**config.mk**
```make
export PLATFORM = sky130hd
export DESIGN_NAME = reload_timer
export DESIGN_NICKNAME = d
export VERILOG_FILES = /design/src/rtl/timer_pkg.sv /design/src/rtl/timer_busif.sv /design/src/rtl/timer_core.sv /design/src/rtl/reload_timer.sv
export SDC_FILE = /design/constraint.sdc
export NUM_CORES = 1
export LEC_CHECK = 0
export CORE_MARGIN = 5
export CORE_UTILIZATION = 30
export DETAILED_ROUTE_END_ITERATION = 7
export PLACE_DENSITY = 0.56
export SLEW_MARGIN = 20
export SYNTH_ARGS = -nofsm -noshare
export SYNTH_HDL_FRONTEND = slang
export SYNTH_HIERARCHICAL = 1
export SYNTH_SLANG_ARGS = --single-unit
```
**constraint.sdc**
```tcl
create_clock -name clk -period 3.9 [get_ports clk]
set_input_delay 0.585 -clock clk [delete_from_list [all_inputs] [get_ports clk]]
set_output_delay 0.585 -clock clk [all_outputs]
set_load 0.05 [all_outputs]
```
**src/rtl/timer_pkg.sv**
```systemverilog
package timer_pkg;

    // Behaviour on reaching zero, taken from the top bit of a written word
    typedef enum logic {
        MODE_ONESHOT = 1'b0,
        MODE_RELOAD  = 1'b1
    } timer_mode_e;

endpackage

```
**src/rtl/timer_busif.sv**
```systemverilog
module timer_busif #(
    parameter int DATA_W = 32,
    localparam int CNT_W = DATA_W - 1
) (
    input  logic              clk,
    input  logic              rst,
    input  logic              bus_cyc,
    input  logic              bus_stb,
    input  logic              bus_we,
    input  logic [DATA_W-1:0] bus_wdata,
    input  logic [CNT_W-1:0]  cur_count,
    input  logic              cur_mode,
    output logic              wr_en,
    output logic              wr_mode,
    output logic [CNT_W-1:0]  wr_value,
    output logic              bus_ack,
    output logic              bus_stall,
    output logic [DATA_W-1:0] bus_rdata
);

    typedef struct packed {
        logic ack;
    } busif_state_t;

    busif_state_t st_d, st_q;
    logic         strobe;

    always_comb begin
        strobe   = bus_cyc && bus_stb;
        wr_en    = strobe && bus_we;
        wr_mode  = bus_wdata[DATA_W-1];
        wr_value = bus_wdata[CNT_W-1:0];
        st_d     = st_q;
        st_d.ack = strobe;
        if (rst) begin
            st_d.ack = 1'b0;
        end
    end

    always_ff @(posedge clk) begin
        st_q <= st_d;
    end

    assign bus_ack   = st_q.ack;
    assign bus_stall = 1'b0;
    assign bus_rdata = {cur_mode, cur_count};

endmodule

```
**src/rtl/timer_core.sv**
```systemverilog
module timer_core
    import timer_pkg::*;
#(
    parameter int CNT_W = 31
) (
    input  logic             clk,
    input  logic             rst,
    input  logic             run_en,
    input  logic             wr_en,
    input  logic             wr_mode,
    input  logic [CNT_W-1:0] wr_value,
    output logic [CNT_W-1:0] count,
    output logic [CNT_W-1:0] start_val,
    output logic             mode,
    output logic             timeout
);

    localparam logic [CNT_W-1:0] CNT_ONE = CNT_W'(1);

    typedef struct packed {
        logic [CNT_W-1:0] count;
        logic [CNT_W-1:0] start;
        timer_mode_e      mode;
        logic             timeout;
    } core_state_t;

    core_state_t st_d, st_q;

    always_comb begin
        st_d         = st_q;
        st_d.timeout = 1'b0;
        if (rst) begin
            st_d.count = '0;
            st_d.start = '0;
            st_d.mode  = MODE_ONESHOT;
        end else if (wr_en) begin
            // a write beats any crossing on the same edge
            st_d.count = wr_value;
            st_d.start = wr_value;
            st_d.mode  = timer_mode_e'(wr_mode);
        end else if (run_en && (st_q.count != '0)) begin
            if (st_q.count == CNT_ONE) begin
                st_d.timeout = 1'b1;
                st_d.count   = (st_q.mode == MODE_RELOAD) ? st_q.start : '0;
            end else begin
                st_d.count = st_q.count - CNT_ONE;
            end
        end
    end

    always_ff @(posedge clk) begin
        st_q <= st_d;
    end

    assign count     = st_q.count;
    assign start_val = st_q.start;
    assign mode      = st_q.mode;
    assign timeout   = st_q.timeout;

endmodule

```
**src/rtl/reload_timer.sv**
```systemverilog
module reload_timer #(
    parameter int DATA_W = 32,
    localparam int CNT_W = DATA_W - 1
) (
    input  logic              clk,
    input  logic              rst,
    input  logic              run_en,
    input  logic              bus_cyc,
    input  logic              bus_stb,
    input  logic              bus_we,
    input  logic [DATA_W-1:0] bus_wdata,
    output logic              bus_ack,
    output logic              bus_stall,
    output logic [DATA_W-1:0] bus_rdata,
    output logic              timeout
);

    logic             wr_en;
    logic             wr_mode;
    logic [CNT_W-1:0] wr_value;
    logic [CNT_W-1:0] cur_count;
    logic [CNT_W-1:0] start_val;
    logic             cur_mode;

    timer_busif #(.DATA_W(DATA_W)) u_busif (
        .clk       (clk),
        .rst       (rst),
        .bus_cyc   (bus_cyc),
        .bus_stb   (bus_stb),
        .bus_we    (bus_we),
        .bus_wdata (bus_wdata),
        .cur_count (cur_count),
        .cur_mode  (cur_mode),
        .wr_en     (wr_en),
        .wr_mode   (wr_mode),
        .wr_value  (wr_value),
        .bus_ack   (bus_ack),
        .bus_stall (bus_stall),
        .bus_rdata (bus_rdata)
    );

    timer_core #(.CNT_W(CNT_W)) u_core (
        .clk       (clk),
        .rst       (rst),
        .run_en    (run_en),
        .wr_en     (wr_en),
        .wr_mode   (wr_mode),
        .wr_value  (wr_value),
        .count     (cur_count),
        .start_val (start_val),
        .mode      (cur_mode),
        .timeout   (timeout)
    );

endmodule

```
# Yosys cells after proc, flatten, opt, wreduce, memory -nomap -nowiden

Index checks and enable logic that the tools add are counted.

Bitwise operators: 1
Muxes and demuxes: 5
$add $sub $neg: 1
Equal/unequal tests: 1
Reductions and logical operators: 6

Operator list:

| cell                  | number |
|---|---|
| $mux 31               | 4 |
| $eq 31x1->1 const B   | 1 |
| $reduce_bool 31->1    | 1 |
| $sub 31x1->31 const B | 1 |
| $logic_and 1x1->1     | 3 |
| $reduce_or 3->1       | 1 |
| $reduce_bool 2->1     | 1 |
| $mux 1                | 1 |
| $not 1->1             | 1 |

Output and inout bits: 35
Input port bits: 38
Register bits after elaboration: 65
Word-level logic and storage cells: 19

# Depth between registers and ports, before layout

Gate-level depths: netlist of run 1.

Depth in word-level cells: 4
Mapped depth: 9
Mapped depth without buffers: 8

# Modules after synthesis

Netlist of run 1, hierarchy kept.

By module, submodules not included:

| module      | seq. area each (µm²) | times used | cells each | area an instance (µm²) |
|---|---|---|---|---|
| timer_core  | 1281.2               | 1          | 422        | 3452.1 |
| timer_busif | 20.0                 | 1          | 69         | 526.8 |

# Worst setup path before layout of run 1

No wires, ideal clock.

Path type: register to register
Start point: reg u_core.st_q, in the netlist u_core/count[9]
End point: reg u_core.st_q, in the netlist u_core/count[7]
Cell stages (with the launch flop): 9
Period minus slack after synthesis: 2183 ps
Buffers on the path: 2
Data required time: 3783 ps
Library setup time: 117 ps
Data arrival time: 2065 ps
Slack: 1717 ps
Cell sequence: dfxtp_1 > buf_6 > nor4_4 > nand4_4 > o31ai_2 > buf_4 > nor3_1 > a221o_1 > a32o_1

Cells in the longest elaborated chain, start to end: 4
Elaborated cells between the ends (all ways): 7
Those cells by class: eq/ne (1); mux (3); reduce/logical (3)

RTL lines:

| item                     | line             | RTL |
|---|---|---|
| start: declaration       | timer_core.sv:27 | `core_state_t st_d, st_q;` |
| start signal: assignment | timer_core.sv:52 | `st_q <= st_d;` |
| $eq 31x1->1              | timer_core.sv:42 | `if (st_q.count == CNT_ONE) begin` |
| $mux 31                  | timer_core.sv:42 |  |
| $mux 31                  | timer_core.sv:41 | `end else if (run_en && (st_q.count != '0)) begin` |
| $mux 31                  | timer_core.sv:36 | `end else if (wr_en) begin` |

Several ways; a longest one is shown, not always the timed one. The select of a mux whose other input is x is not followed.
A chain may end at the register's enable or synchronous reset.

# Worst setup path in the final report of run 1

Start point: reg u_core.st_q, in the netlist u_core/count[22]
End point: reg u_core.st_q, in the netlist u_core/count[27]

Cells in the longest elaborated chain, start to end: 4
Elaborated cells between the ends (all ways): 8
Those cells by class: add/sub (1); eq/ne (1); mux (3); reduce/logical (3)

RTL lines:

| item                                                | line |
|---|---|
| $sub 31x1->31 / $eq 31x1->1 (equally long branches) | timer_core.sv:46, timer_core.sv:42 |
| $mux 31                                             | timer_core.sv:42 |
| $mux 31                                             | timer_core.sv:41 |
| $mux 31                                             | timer_core.sv:36 |

Several ways; a longest one is shown, not always the timed one. The select of a mux whose other input is x is not followed.

==> results of run 1 <==
[power breakdown]
part / leakage [nW] / internal [mW] / switching, mW
sequential: 0.530 / 0.760 / 0.159
clock: 0.152 / 0.556 / 0.309
combinational: 0.962 / 0.592 / 1.11
[registers in the layout (all words and copies together), names as in the netlist]
signal / flops
u_core/count: 31
u_core/start_val: 31
u_busif/bus_ack: 1
u_core/mode: 1
u_core/timeout: 1
[routing by layer]
layer / track usage (%) / routed length [um] / vias up
li1: - / - / 1740
met1: 21.0 / 5580 / 1743
met5: 0 / 0 / -
met3: 4.05 / 891 / 35
met4: 5.74 / 388 / 0
met2: 26.0 / 5930 / 170
[final cells by class]
cell class / instances / area share [%]
clock buffer: 10 / 4.86
clock inverter: 6 / 1.75
inverter: 6 / 0.478
multi-input combinational: 328 / 43.2
sequential: 65 / 27.6
tap: 176 / 4.67
timing repair buffer: 85 / 17.5
[cells in the final DEF (no fill, tap or decap), drive strengths merged, types with 9 or more instances in the layout]
cell,n
clkdlybuf4s50,70
dfxtp,65
nor2,51
nand2,44
o21ai,41
a21oi,32
mux2i,21
buf,15
nor4,14
nor3,12
nand3,10
clkbuf,10
a31oi,9
[cells by family (layout without fill, tap and decap cells)]
logic type | count (synthesis) | after routing | synth area share (%)
XOR/XNOR | 1 | 1 | 0.220
AND/OR/NAND/NOR | 171 | 171 | 23.3
other | 1 | 1 | 0.0942
buffers and inverters | 98 | 107 | 16.2
multiplexers | 21 | 21 | 5.28
flip-flops | 65 | 65 | 32.7
adder cells (fa/ha/maj) | 2 | 2 | 0.629
AO/OA/AOI/OAI | 132 | 132 | 21.6
[worst paths after layout]
kind                  startpoint             endpoint  cells after the start  slack (ns)
min          u_core/start_val[5]  u_core/start_val[5]                      2        0.46
max reg2reg     u_core/count[22]     u_core/count[27]                      6        0.71
min reg2reg  u_core/start_val[5]  u_core/start_val[5]                      2        0.46
max             u_core/count[22]     u_core/count[27]                      6        0.71
[critical path, cell delays in order (launching register included)]
cell and delay [ns]:
dfxtp_1 0.39, nor4_2 0.69, nand3b_2 0.34, o31a_1 0.52, nor2_2 0.54, nor2_1 0.30, a32o_1 0.29
[metrics by stage]
| stage | instances | util, % | setup slack (ns) |
|---|---|---|---|
| after global placement | 660 | 33.5 | 0.719 |
| final | 676 | 35.9 | 0.706 |
| after global routing | 676 | 35.9 | 0.535 |
| after CTS | 676 | 35.9 | 0.817 |
| after detailed placement | 660 | 33.5 | 0.826 |
| after floorplan | 491 | - | 1.72 |
==> results.md, run 1 <==
- Outcome: complete, no violations
- DP HPWL: around 9300 um
- Largest net degree at the start of global routing: 57
- Final-layout fill cell count: 1416
- Multi-input gate area: roughly 2000 um2
- Tightest Pin Transition: 0.765 ns
- GPL Wtd Cong: roughly 0.95
- WP data required: 4.13 ns
- Core box area: 13100 um2
- Slew Viols, Final: 0
- ANT nets after route: 0
- Initial antenna violation count: 0
- Rel. slew slack: 48.8%
- Post-synth EDFFs: 0
- Post-synth top area cell: dfxtp_1
- Synth area leaders: dfxtp_1, buf_4, mux2i_1, o21ai_0, nor2_1
- Yosys top cell area share: between 30% and 40%
- Total CTS buffers: 9
- Crit path DAT: 3.42 ns
- Clock Pin Slew Worst Setup and Hold Paths: about 0.05 ns
- # setup viols final: 0
- Hold Slack: 0.462 ns
- Commonest cells post-synth: buf_4, dfxtp_1, nor2_1, nand2_1, o21ai_0
- Gr ovfl total: 0
- Resize count post-CTS: 0
- Initial Utilization: 30.3%
- Tcrit/Tclk final: 81.9%
- Post-route cell area: roughly 4700 um2
- Max Fclk: between 300 and 400 MHz
- CTS Hold Bufs: 0
- Hold Crit Class: flip-flop to flip-flop
- DR DRC count: 0
- MaxCap Viol Count: 0
- Routed via count: between 3000 and 4000
- DR pass1 iterations: 5
- CP Capture Type: flip-flop
- Ant. Diodes: 0
- GRT Overall Usage: 16.1%
- Synth cell types: 63
- Post-CTS setup buffer count: 0
- Nets: 535
- Synth Register Bits: 65
- Clock Skews: 0.00988 ns
- First-pass GRT wire length: roughly 20000 um
- Cells after Synth: 491
- H-tree levels: 3
- CTS sink count: 65
- Vias in the first global route: between 3000 and 4000
- Power per Cell Area: 740 nW/um2
- Startpoint Class: flip-flop
- Register cell area after layout: 1300 um2
- DR vias/cell: 5.46
- Seq/Total Area, Yosys: 32.7%
- Starting DRC count in detailed routing: 314
- Async SR Flop Fraction: 0%
- Clk_lat worst skew: roughly 0.34 ns
- Worst VDD drop: 0.260 mV
- Rows: 42
- I/O pins: 73
- CTS tree: yes
- Placed Area: 4400 um2
- Critical path class: flip-flop to flip-flop
- Post-Syn Nets: roughly 530
- Yosys warnings: 6
- Final Power: ~3.5 mW
- Synth Cell Area: around 4000 um2
- Routed len/inst: 18.9 um
- Most numerous cell in the Yosys netlist: buf_4
- Period minus WS final: between 3 and 4 ns
- Post-Syn Area per Cell: 8.10 um2
- Share of cells above drive strength 1: 9.20%
- CP max FO: 12
- Die Ht: 125 um
- DIE AREA: between 15000 and 20000 um2
- Primary FF master, synth: dfxtp_1
- CTS root buffer: clkbuf_16
- Port buffer count: 71
- Die Span X: 125 um
- Drt total wl: 12800 um
- RSZ-0062 raised after global routing: false
- Setup TNS: 0 ns
- Area Growth Syn to Fin: 18.5%
- CTS max path bufs: 2
- P_leak: 1.64 nW
- Final count of hold timing violations: 0
No activity file was read; power rests on OpenSTA's default activity.
==> run 2: changes to the inputs <==
--- a/config.mk
+++ b/config.mk
@@ -8,7 +8,7 @@
 export CORE_MARGIN = 5
 export CORE_UTILIZATION = 30
 export DETAILED_ROUTE_END_ITERATION = 7
-export PLACE_DENSITY = 0.56
+export PLACE_DENSITY = 0.57
 export SLEW_MARGIN = 20
 export SYNTH_ARGS = -nofsm -noshare
 export SYNTH_HDL_FRONTEND = slang
==> constraint.sdc (replaced) <==
create_clock -name clk -period 2.75 [get_ports clk]
set_input_delay 0.4125 -clock clk [delete_from_list [all_inputs] [get_ports clk]]
set_output_delay 0.4125 -clock clk [all_outputs]
set_load 0.05 [all_outputs]
==> results.md, run 2 (synthesis results as in run 1) <==
- Slowest-stage cell, CP: nor4_4
- Final count of hold timing violations: 0 (unchanged)
- Power per Cell Area: 1040 nW/um2 (+41%)
- Largest net degree at the start of global routing: 60 (+5.3%)
- Placed Area: 4500 um2 (+2.2%)
- Gr ovfl total: 0 (unchanged)
- CTS sink count: 65 (unchanged)
- Most common cell after layout, fill and taps aside: clkdlybuf4s50_1
- Initial antenna violation count: 0 (unchanged)
- Clock Pin Slew Worst Setup and Hold Paths: 0.05 ns (about the same)
- Share of cells above drive strength 1: 11.7% (+2.5 points)
- WP data required: 2.97 ns (-1.16 ns)
- Routed len/inst: 18.4 um (-2.9%)
- Critical path cell sequence: nor4_4 > buf_4 > and4_1 > nand4_1 > o41ai_1 > nand2_1 > a32o_1
- Total CTS buffers: 9 (unchanged)
- Combinational Power Share: 50.6% (+1.8 points)
- CP Capture Type: flip-flop
- Startpoint Class: flip-flop
- H-tree levels: 3 (unchanged)
- Clk_lat worst skew: 0.33 ns (about the same)
- Die Ht: 125 um (unchanged)
- Most frequent cells in the layout: clkdlybuf4s50_1, dfxtp_1, nor2_1, nand2_1, o21ai_0
- Initial Utilization: 30.3% (unchanged)
- Flop pwr share: 25.6% (-0.8 points)
- Hold Crit Class: flip-flop to flip-flop
- Clock Skews: 0.00388 ns (-0.00600 ns)
- Max Fclk: 393 MHz (+25%)
- GPL Wtd Cong: 0.902 (-5.5%)
- DR DRC count: 0 (unchanged)
- Ant. Diodes: 0 (unchanged)
- CP max FO: 9 (-3)
- First-pass GRT wire length: 20200 um (-0.88%)
- Post-route cell area: 4820 um2 (+2.3%)
- Port buffer count: 71 (unchanged)
- Final Power: 5.03 mW (+44%)
- CP peak stage delay: 0.42 ns (-0.27 ns)
- Starting DRC count in detailed routing: 359 (+14%)
- DIE AREA: 15700 um2 (unchanged)
- Slew Viols, Final: 0 (unchanged)
- CTS max path bufs: 2 (unchanged)
- P_leak: 1.72 nW (+4.4%)
- Core box area: 13100 um2 (unchanged)
- DP HPWL: 9050 um (-2.7%)
- GRT Overall Usage: 16.0% (-0.11 points)
- MaxCap Viol Count: 0 (unchanged)
- Hold Slack: 0.461 ns (-0.00122 ns)
- Setup ws final: 0.204 ns (-0.502 ns)
- Die Span X: 125 um (unchanged)
- Tcrit/Tclk final: 92.6% (+11 points)
- Vias in the first global route: 3695 (+4.7%)
- Critical path class: flip-flop to flip-flop
- Routed via count: 3721 (+0.89%)
- Tightest Pin Transition: 0.627 ns (-0.138 ns)
- Post-CTS setup buffer count: 0 (unchanged)
- CTS tree: yes
- DR pass1 iterations: 6 (+1)
- Hold Startpoint: u_core/start_val[14]
- CP Buf/Inv Count: 1 (+1)
- Crit. Startpoint: u_core/count[9]
- Drt total wl: 12600 um (-1.2%)
- Rel. slew slack: 57.9% (+9.1 points)
- Outcome: complete, no violations
- Crit path DAT: 2.77 ns (-0.65 ns)
- Clock share of power: 23.9% (-0.9 points)
- # setup viols final: 0 (unchanged)
- RSZ-0062 raised after global routing: false
- Switching fraction of total power: 43.8% (-1.4 points)
- Resize count post-CTS: 0 (unchanged)
- Rows: 42 (unchanged)
- Worst VDD drop: 0.370 mV (+43%)
- Setup TNS: 0 ns (unchanged)
- CTS Hold Bufs: 0 (unchanged)
- Period minus WS final: 2.55 ns (-0.648 ns)
- DR vias/cell: 5.41 (-0.86%)
- I/O pins: 73 (unchanged)
- Nets: 548 (+2.4%)
- Worst path top cell family by delay: simple AND/OR/NAND/NOR gates
- CTS root buffer: clkbuf_16
- Setup WS pre-CTS: 0.149 ns (-0.677 ns)
- Worst r2r src: u_core/count[9]
- Int Power: 2.83 mW (+48%)
- ANT nets after route: 0 (unchanged)
- P_sw: 2.21 mW (+40%)
- Area Growth Syn to Fin: 21.2%
run 2: cell count changes in the layout (fill, tap and decap cells not counted), sizes merged:
cell,previous run,this run
clkbuf,10,13
clkinvlp,1,0
buf,15,28
clkinv,3,1
bufinv,2,1
run 2: layout make-up:
cell class | count | area (um2)
Sequential cell | 65 | 1300
Tap cell | 176 | 220
Clock inverter | 2 | 35.0
Inverter | 6 | 22.5
Multi-Input combinational cell | 328 | 2040
Fill cell | 1410 | 8320
Timing Repair Buffer | 98 | 921
Clock buffer | 13 | 280
run 2: per-stage QoR:
step | cells | utilization (%)
2_1_floorplan | 491 | -
3_3_place_gp | 673 | 34.3
3_5_place_dp | 673 | 34.3
4_1_cts | 688 | 36.7
5_1_grt | 688 | 36.7
6_report | 688 | 36.7
run 2: power groups by stage:
stage | Clock (mW) | Combinational, mW | Sequential, mW
global placement | 0 | 2.49 | 1.30
CTS | 1.23 | 2.51 | 1.28
finish | 1.20 | 2.55 | 1.29
floorplan | 0 | 1.86 | 1.24
detailed placement | 0 | 2.49 | 1.30
global route | 1.27 | 2.72 | 1.31
run 2: worst min-delay path, stage by stage, from the launching register on:
cell,delay (ns)
dfxtp_1,0.31
nand2_1,0.05
a21oi_1,0.05
run 2: layer usage:
| layer | GRT usage (%) | wire (um) | up-vias | share of wire (%) |
|---|---|---|---|---|
| li1 | - | - | 1775 | - |
| met1 | 20.6 | 5520 | 1783 | 44 |
| met2 | 25.9 | 6000 | 146 | 47 |
| met3 | 4.09 | 845 | 17 | 6.7 |
| met4 | 6.19 | 270 | 0 | 2.1 |
| met5 | 0 | 0 | - | 0 |
run 2: worst paths after layout:
check	end	slack, ns	cells past startpoint
setup / recovery	u_core/count[29]	0.20	7
hold / removal	u_core/start_val[14]	0.46	2
setup reg to reg	u_core/count[29]	0.20	7
hold reg to reg	u_core/start_val[14]	0.46	2
==> run 3: changes to the inputs <==
--- a/config.mk
+++ b/config.mk
@@ -8,7 +8,8 @@
 export CORE_MARGIN = 5
 export CORE_UTILIZATION = 30
 export DETAILED_ROUTE_END_ITERATION = 7
-export PLACE_DENSITY = 0.57
+export DONT_BUFFER_PORTS = 1
+export PLACE_DENSITY = 0.5
 export SLEW_MARGIN = 20
 export SYNTH_ARGS = -nofsm -noshare
 export SYNTH_HDL_FRONTEND = slang
==> results.md, run 3 (synthesis results as in run 1) <==
- Most common cell after layout, fill and taps aside: dfxtp_1
- DR vias/cell: 5.44 (+0.64%)
- Final count of hold timing violations: 0 (unchanged)
- Critical path depth in cells: 7 (unchanged)
- I/O pins: 73 (unchanged)
- CP max FO: 7 (-2)
- DP HPWL: 9840 um (+8.8%)
- ANT nets after route: 0 (unchanged)
- Max Fclk: 382 MHz (-2.8%)
- H-tree levels: 3 (unchanged)
- Final Power: 4.80 mW (-4.6%)
- Die Span X: 125 um (unchanged)
- Most frequent cells in the layout: dfxtp_1, buf_4, nor2_1, nand2_1, o21ai_0
- Clk_lat worst skew: 0.34 ns (about the same)
- Gr ovfl total: 0 (unchanged)
- Drt total wl: 13200 um (+4.7%)
- Core box area: 13100 um2 (unchanged)
- CTS sink count: 65 (unchanged)
- Outcome: complete, no violations
- MaxCap Viol Count: 0 (unchanged)
- CTS max path bufs: 2 (unchanged)
- Die Ht: 125 um (unchanged)
- Initial antenna violation count: 0 (unchanged)
- Largest net degree at the start of global routing: 58 (-3.3%)
- Initial Utilization: 30.3% (unchanged)
- DIE AREA: 15700 um2 (unchanged)
- Port buffer count: 0 (-100%)
- Slew Viols, Final: 0 (unchanged)
- Post-CTS setup buffer count: 0 (unchanged)
- CP peak stage delay: 0.68 ns (+0.26 ns)
- Reg-to-reg endpoint: u_core/count[12]
- Tightest Pin Transition: 0.667 ns (+0.0399 ns)
- Hold Crit Class: primary input to flip-flop
- GRT Overall Usage: 16.7% (+0.69 points)
- Critical path class: flip-flop to flip-flop
- CP Buf/Inv Count: 1 (unchanged)
- R2R setup slack: 0.13 ns (-0.07 ns)
- Hold Startpoint: rst
- Power per Cell Area: 1110 nW/um2 (+6.8%)
- Hold path depth: 1 (-1)
- Ant. Diodes: 0 (unchanged)
- Critical path cell sequence: nor4_2 > nand2_1 > nor4_1 > buf_4 > a22oi_1 > o21ai_0 > a32o_1
- Share of cells above drive strength 1: 18.8% (+7.1 points)
- Vias in the first global route: 3401 (-8.0%)
- Rel. slew slack: 55.1% (-2.8 points)
- Worst VDD drop: 0.340 mV (-8.1%)
- CTS root buffer: clkbuf_16
- CTS tree: yes
- RSZ-0062 raised after global routing: false
- DR DRC count: 0 (unchanged)
- WP data required: 3.03 ns (+0.06 ns)
- Nets: 509 (-7.1%)
- Slowest-stage cell, CP: nor4_1
- Starting DRC count in detailed routing: 270 (-25%)
- Total CTS buffers: 9 (unchanged)
- Crit path DAT: 2.90 ns (+0.13 ns)
- Rows: 42 (unchanged)
- Endpoint, Worst Hold: u_core/start_val[30]
- Period minus WS final: 2.62 ns (+0.0727 ns)
- Area Growth Syn to Fin: 8.24%
- # setup viols final: 0 (unchanged)
- Worst r2r src: u_core/count[14]
- Startpoint Class: flip-flop
- CP Capture Type: flip-flop
- DR pass1 iterations: 5 (-1)
- Resize count post-CTS: 0 (unchanged)
- Register-to-Register Path Depth: 7 (unchanged)
- Hold Slack: 0.147 ns (-0.314 ns)
- Worst path top cell family by delay: simple AND/OR/NAND/NOR gates
- First-pass GRT wire length: 20200 um (+0.34%)
- Routed via count: 3538 (-4.9%)
- GPL Wtd Cong: 0.952 (+5.5%)
- Clock Skews: 0.00304 ns (-0.000837 ns)
- CTS Hold Bufs: 0 (unchanged)
- Tcrit/Tclk final: 95.2% (+2.6 points)
- Routed len/inst: 20.4 um (+11%)
- P_leak: 1.60 nW (-6.7%)
- Setup TNS: 0 ns (unchanged)
- Clock Pin Slew Worst Setup and Hold Paths: 0.05 ns (about the same)
run 3: cell count changes in the layout (fill, tap and decap cells not counted), sizes merged:
cell	change
clkdlybuf4s50	-70
buf	+31
clkinv	+2
bufinv	-1
run 3: worst max path at each step:
| stage | startpoint | end | slack (ns) |
|---|---|---|---|
| floorplan | u_core/count[9] | u_core/count[7] | 0.57 |
| global route | u_core/count[14] | u_core/count[12] | 0.03 |
| global placement | u_core/count[14] | u_core/count[12] | 0.07 |
| finish | u_core/count[14] | u_core/count[12] | 0.13 |
| detailed placement | u_core/count[14] | u_core/count[12] | 0.19 |
| CTS | u_core/count[14] | u_core/count[12] | 0.17 |
run 3: report_power, final:
group	leakage, nW	switching, mW	total, mW	internal [mW]
combinational	0.932	1.69	2.54	0.849
sequential	0.530	0.109	1.19	1.08
clock	0.139	0.417	1.07	0.654
run 3: stage by stage:
stage	util, %	std cells	area [um2]	worst slack [ns]
after CTS	32.8	650	4310	0.170
after floorplan	-	491	3980	0.567
final	32.8	650	4310	0.132
after global routing	32.8	650	4310	0.0259
after global placement	30.7	634	4030	0.0652
after detailed placement	30.7	634	4030	0.190
run 3: cell type report:
cell class	count	area [um2]
timing repair buffer	59	443
inverter	6	22.5
multi-input combinational	328	2040
fill	1422	8830
sequential	65	1300
tap	176	220
clock inverter	3	15.0
clock buffer	13	260
run 3: per-layer routing:
layer	vias to the layer above	global-route usage (%)	wire length [um]
met5	-	0	0
met1	1694	20.6	5570
met4	0	6.70	282
met3	20	6.27	1170
li1	1692	-	-
met2	132	26.4	6210
